$ cat config.mk
export PLATFORM = sky130hd
export DESIGN_NAME = proj_readout
export DESIGN_NICKNAME = d
export VERILOG_FILES = /design/src/rtl/proj_readout.sv
export SDC_FILE = /design/constraint.sdc
export NUM_CORES = 1
export LEC_CHECK = 0
export ABC_CLOCK_PERIOD_IN_PS = 2600
export BUFFER_PORTS_ARGS = -buffer_cell sky130_fd_sc_hd__buf_2
export CAP_MARGIN = 20
export CORE_ASPECT_RATIO = 2
export CORE_MARGIN = 10
export CORE_UTILIZATION = 58
export DETAILED_ROUTE_END_ITERATION = 12
export PLACE_DENSITY = 0.79
export SLEW_MARGIN = 25
export SYNTH_ARGS = -nofsm -noshare
export SYNTH_HDL_FRONTEND = slang
export SYNTH_SLANG_ARGS = --single-unit
$ cat constraint.sdc
create_clock -name clk -period 2.6 [get_ports clk]
set_clock_uncertainty 0.1 [all_clocks]
set_input_delay 0.26 -clock clk [delete_from_list [all_inputs] [get_ports clk]]
set_output_delay 0.26 -clock clk [all_outputs]
set_load 0.05 [all_outputs]
$ cat src/rtl/proj_readout.sv
module proj_readout #(
  parameter int N  = 16,
  parameter int DW = 8
) (
  input  logic           clk,
  input  logic           rst_n,
  input  logic [N*N-1:0] hit_i,
  input  logic           mask_load,
  input  logic           mask_sdi,
  input  logic [DW-1:0]  delay_cfg,
  input  logic           trig_in,
  output logic           trig_out,
  output logic           frame_valid,
  output logic           ser_x,
  output logic           ser_y
);
  localparam int NP = N * N;
  localparam int BW = $clog2(N + 1);

  typedef enum logic [1:0] {S_IDLE, S_WAIT, S_SHIFT, S_CLR} st_t;

  st_t           st;
  logic [NP-1:0] lat, mask;
  logic [N-1:0]  px, py, sx, sy;
  logic [DW-1:0] dcnt;
  logic [BW-1:0] bcnt;
  logic          armed;

  assign armed       = (st == S_IDLE) || (st == S_WAIT);
  assign trig_out    = (st == S_WAIT);
  assign frame_valid = (st == S_SHIFT);
  assign ser_x       = sx[N-1];
  assign ser_y       = sy[N-1];

  always_comb begin
    px = '0;
    py = '0;
    for (int r = 0; r < N; r++)
      for (int c = 0; c < N; c++) begin
        px[c] = px[c] | lat[r*N+c];
        py[r] = py[r] | lat[r*N+c];
      end
  end

  always_ff @(posedge clk or negedge rst_n)
    if (!rst_n)            lat <= '0;
    else if (st == S_CLR)  lat <= '0;
    else if (armed)        lat <= lat | (hit_i & ~mask);

  always_ff @(posedge clk or negedge rst_n)
    if (!rst_n)                         mask <= '0;
    else if (st == S_IDLE && mask_load) mask <= {mask[NP-2:0], mask_sdi};

  always_ff @(posedge clk or negedge rst_n)
    if (!rst_n) begin
      st   <= S_IDLE;
      dcnt <= '0;
      bcnt <= '0;
      sx   <= '0;
      sy   <= '0;
    end else begin
      case (st)
        S_IDLE:
          if (|lat) begin
            st   <= S_WAIT;
            dcnt <= delay_cfg;
          end
        S_WAIT:
          if (trig_in || dcnt == '0) begin
            st   <= S_SHIFT;
            sx   <= px;
            sy   <= py;
            bcnt <= '0;
          end else dcnt <= dcnt - 1'b1;
        S_SHIFT: begin
          sx   <= sx << 1;
          sy   <= sy << 1;
          bcnt <= bcnt + 1'b1;
          if (bcnt == BW'(N - 1)) st <= S_CLR;
        end
        default: st <= S_IDLE;
      endcase
    end

  p_trig_fv_excl_r3: assert property (@(posedge clk) disable iff (!rst_n)
    !(trig_out && frame_valid));

  p_fv_after_trig_r3: assert property (@(posedge clk) disable iff (!rst_n)
    $rose(frame_valid) |-> $past(trig_out));

  p_clear_after_frame_r10: assert property (@(posedge clk) disable iff (!rst_n)
    $fell(frame_valid) |=> (lat == '0) && !trig_out && !frame_valid);

  p_lat_frozen_r10: assert property (@(posedge clk) disable iff (!rst_n)
    frame_valid |=> $stable(lat));

  p_mask_frozen_r9: assert property (@(posedge clk) disable iff (!rst_n)
    (trig_out || frame_valid) |=> $stable(mask));

  p_quiet_lines_r6: assert property (@(posedge clk) disable iff (!rst_n)
    !frame_valid |-> !ser_x && !ser_y);

  p_trig_from_hit_r2: assert property (@(posedge clk) disable iff (!rst_n)
    $rose(trig_out) |-> $past(lat != '0));
endmodule

==> impl_metrics.py <==
metrics = {
    "routing": {
        "dr.pass1.iters": 5,
        "postRouteAntennaNets": 0,
        "routed_wl_um": 76900,
        "vias": 18500,
        "wl_per_cell_um": 24.3,
        "drc": 0,
        "post_drt_via_cell_ratio": 5.84,
        "drt_iter0_markers": 1239,
    },
    "power": {
        "ir_drop_mv": 0.708,
        "power.density_nw_per_um2": 1030,
        "leakagePower_nw": 13.8,
        "power_w": 0.0309,
    },
    "worst_setup_path": {
        "arrival_ns": 2.94,
        "cp_common_cell": "or3_4",
        "critPathTopFamily": "simple AND/OR/NAND/NOR gates",
        "required_ns": 2.96,
        "crit_chain": "nor4_2, nand4_1, or3_4, or3_4, nand3_4, mux2_4",
        "worstSetupEndpointType": "register",
        "crit_buf_inv": 0,
        "cp_max_fo": 3,
        "slowest_delay_ns": 0.51,
        "cp-start-kind": "register",
        "critical_path.slowest_cell": "dfrtp_1",
        "criticalPathCategory": "register to register",
    },
    "place": {
        "dp_hpwl_um": 56300,
        "dp_cells": 2916,
        "place.gp.congestion": 0.973,
        "placed_cell_area_um2": 26600,
        "pre_cts_slack_ns": -0.212,
        "io_buffer_count": 272,
    },
    "die": {
        "die_h_um": 304,
        "initial_core_util": 0.584,
        "rows": 104,
        "io-pin-count": 273,
        "die-width_um": 162,
        "dieArea_um2": 49200,
        "placeableCoreArea_um2": 40100,
    },
    "timing": {
        "worst_slack_ns": 0.0212,
        "period_share": 0.992,
        "setup_viol": 0,
        "rsz0062_at_grt": "true",
        "max_clock_freq_ghz": 0.388,
        "final_max_slew_viol_count": 0,
        "relSlewSlack": 0.470,
        "fin_crit_ns": 2.58,
        "worst-slew-pin-transition_ns": 0.794,
        "finalHoldViolCount": 0,
    },
    "cells_and_area": {
        "stdcell_count": 3169,
        "multiInputGateArea_um2": 9160,
        "fin_area_um2": 30000,
        "layout-drive-gt1-share": 0.305,
        "fin_nets": 2880,
        "nFillCells": 2634,
        "utilization": 0.749,
        "seqCellArea_um2": 14000,
        "syn_to_final_growth_pct": 28.4,
    },
    "clock_tree": {
        "cts_max_level": 2,
        "clkSlewWorstSetupHoldPaths_ns": 0.07,
        "tritoncts": "yes",
        "clock_sinks": 559,
        "cts-root-buf": "clkbuf_16",
        "clk-insertion-delay-late_ns": 0.58,
        "ctsLongestPathBuffers": 3,
        "cts_buffers": 48,
    },
    "synth": {
        "syn_inst": 2048,
        "dominantRegCellSynth": "dfrtp_1",
        "synth-seq-area-share": 0.598,
        "yosys.area.top_type": "dfrtp_1",
        "synth_area_per_cell_um2": 11.4,
        "ys_warn_count": 0,
        "synthAdderAreaFrac": 0.00535,
        "ys_async_sr_fraction": 1.00,
        "synth_top_family_by_area": "simple AND/OR/NAND/NOR gates",
        "synth_mux_area_frac": 0.133,
        "synthTopCellsByArea": "dfrtp_1 60%, mux2_2 12%, nor2_1 8.5%, nor3b_1 8.1%, nor4_1 3.1%",
        "synth_top_area_frac": 0.598,
        "synth_edf_count": 0,
        "yosys.area_share.simple": 0.226,
        "ys_ff_latch": 559,
        "synth_area_um2": 23400,
        "synthesis.nets": 2327,
        "post_synth_xor_area_fraction": 0,
        "netlist_top_cells_count": "559 x dfrtp_1, 529 x nor2_1, 256 x mux2_2",
        "synth_compound_area_frac": 0.0200,
        "synthDistinctLibCells": 43,
        "synth_most_common_cell": "dfrtp_1",
    },
    "global_route": {
        "grt_overflow": 0,
        "grt_pass1_vias": 20100,
        "antenna_found_initial": 2,
        "grt_use_total": 0.310,
        "grt_max_degree": 92,
        "grt_pass1_wl_um": 117000,
    },
    "job": {
        "cap_violations": 0,
    },
    "run_status": {
        "status": "complete, no violations",
    },
    "worst_hold_path": {
        "hold_class": "input pin to register",
    },
}
## layout make-up
cell class / count / share of cell area
Multi-Input combinational cell: 1378 / 0.305
Inverter: 9 / 0.00112
Clock inverter: 13 / 0.00571
Sequential cell: 559 / 0.466
Tap cell: 530 / 0.0221
Antenna cell: 1 / 0.0000833
Timing Repair Buffer: 605 / 0.153
Clock buffer: 74 / 0.0476
## power breakdown
group	switching [W]	leakage [nW]	internal (W)	total, W
logic	0.00596	6.11	0.00429	0.0103
registers	0.00216	6.85	0.0111	0.0132
clock network	0.00321	0.788	0.00419	0.00739
## metal layers
| metal | track usage | vias to the layer above | part of all wire |
|---|---|---|---|
| li1 | - | 8246 | - |
| met1 | 0.323 | 9289 | 0.35 |
| met2 | 0.548 | 704 | 0.52 |
| met3 | 0.0400 | 254 | 0.044 |
| met4 | 0.236 | 0 | 0.089 |
| met5 | 0 | - | 0 |
## registers in the layout, indices dropped and copies added (netlist names)
name  flops
lat     256
mask    256
sx       16
sy       16
dcnt      8
bcnt      5
st        2
## metrics by stage
step           hold WS [ns]  TNS (ns)
2_1_floorplan        -0.136         0
3_3_place_gp          0.177     -1.18
3_5_place_dp          0.178     -1.71
4_1_cts            0.000654         0
5_1_grt              0.0165    -0.289
6_report            0.00589         0
## cells in the final DEF (no fill, tap or decap), drive strengths merged, types with 2 or more instances in the layout
cell | synthesis | routed
mux2 | 259 | 259
dlygate4sd3 | 0 | 163
nor4 | 119 | 119
mux2i | 18 | 18
a31oi | 2 | 2
o22ai | 2 | 2
nand3 | 11 | 11
nor3 | 3 | 3
inv | 8 | 9
or4 | 2 | 2
o41ai | 14 | 14
o311ai | 2 | 2
o21ai | 37 | 37
clkbuf | 87 | 74
buf | 15 | 442
ha | 10 | 10
nand2b | 15 | 15
bufinv | 0 | 4
or3 | 3 | 3
dfrtp | 559 | 559
a21oi | 7 | 7
nand2 | 44 | 44
nor3b | 253 | 253
clkinv | 1 | 8
a22o | 3 | 3
nand4 | 36 | 36
nor2 | 529 | 529
## cells by family after synthesis
group,count (synthesis)
buffers and inverters,111
multiplexers,277
AND/OR/NAND/NOR,1018
adder cells (fa/ha/maj),10
AO/OA/AOI/OAI,73
flip-flops,559
## tightest hold or removal path, cell delays in order
cell and delay, ns:
buf_2 0.10, nor3b_1 0.15, nor2_1 0.09, nor2_1 0.04
## repair_timing
| action | CTS | global route |
|---|---|---|
| endpoints found under the setup margin | 12 | 10 |
| pin swaps | 2 | 2 |
| resized for setup | 4 | 21 |
| endpoints found under the hold margin | 213 | 0 |
| hold buffers | 163 | 0 |
| buffers inserted | 1 | 1 |
## worst paths after layout
check,to,depth (start not counted),startpoint,slack [ns]
max reg2reg,st[1],6,lat[255],0.02
min in group asynchronous,mask[208],2,rst_n,0.15
max,st[1],6,lat[255],0.02
min,lat[54],4,hit_i[54],0.006
min reg2reg,sy[6],2,sy[6],0.38
max in group asynchronous,mask[58],3,rst_n,1.34
(Power assumes the default switching activity.)
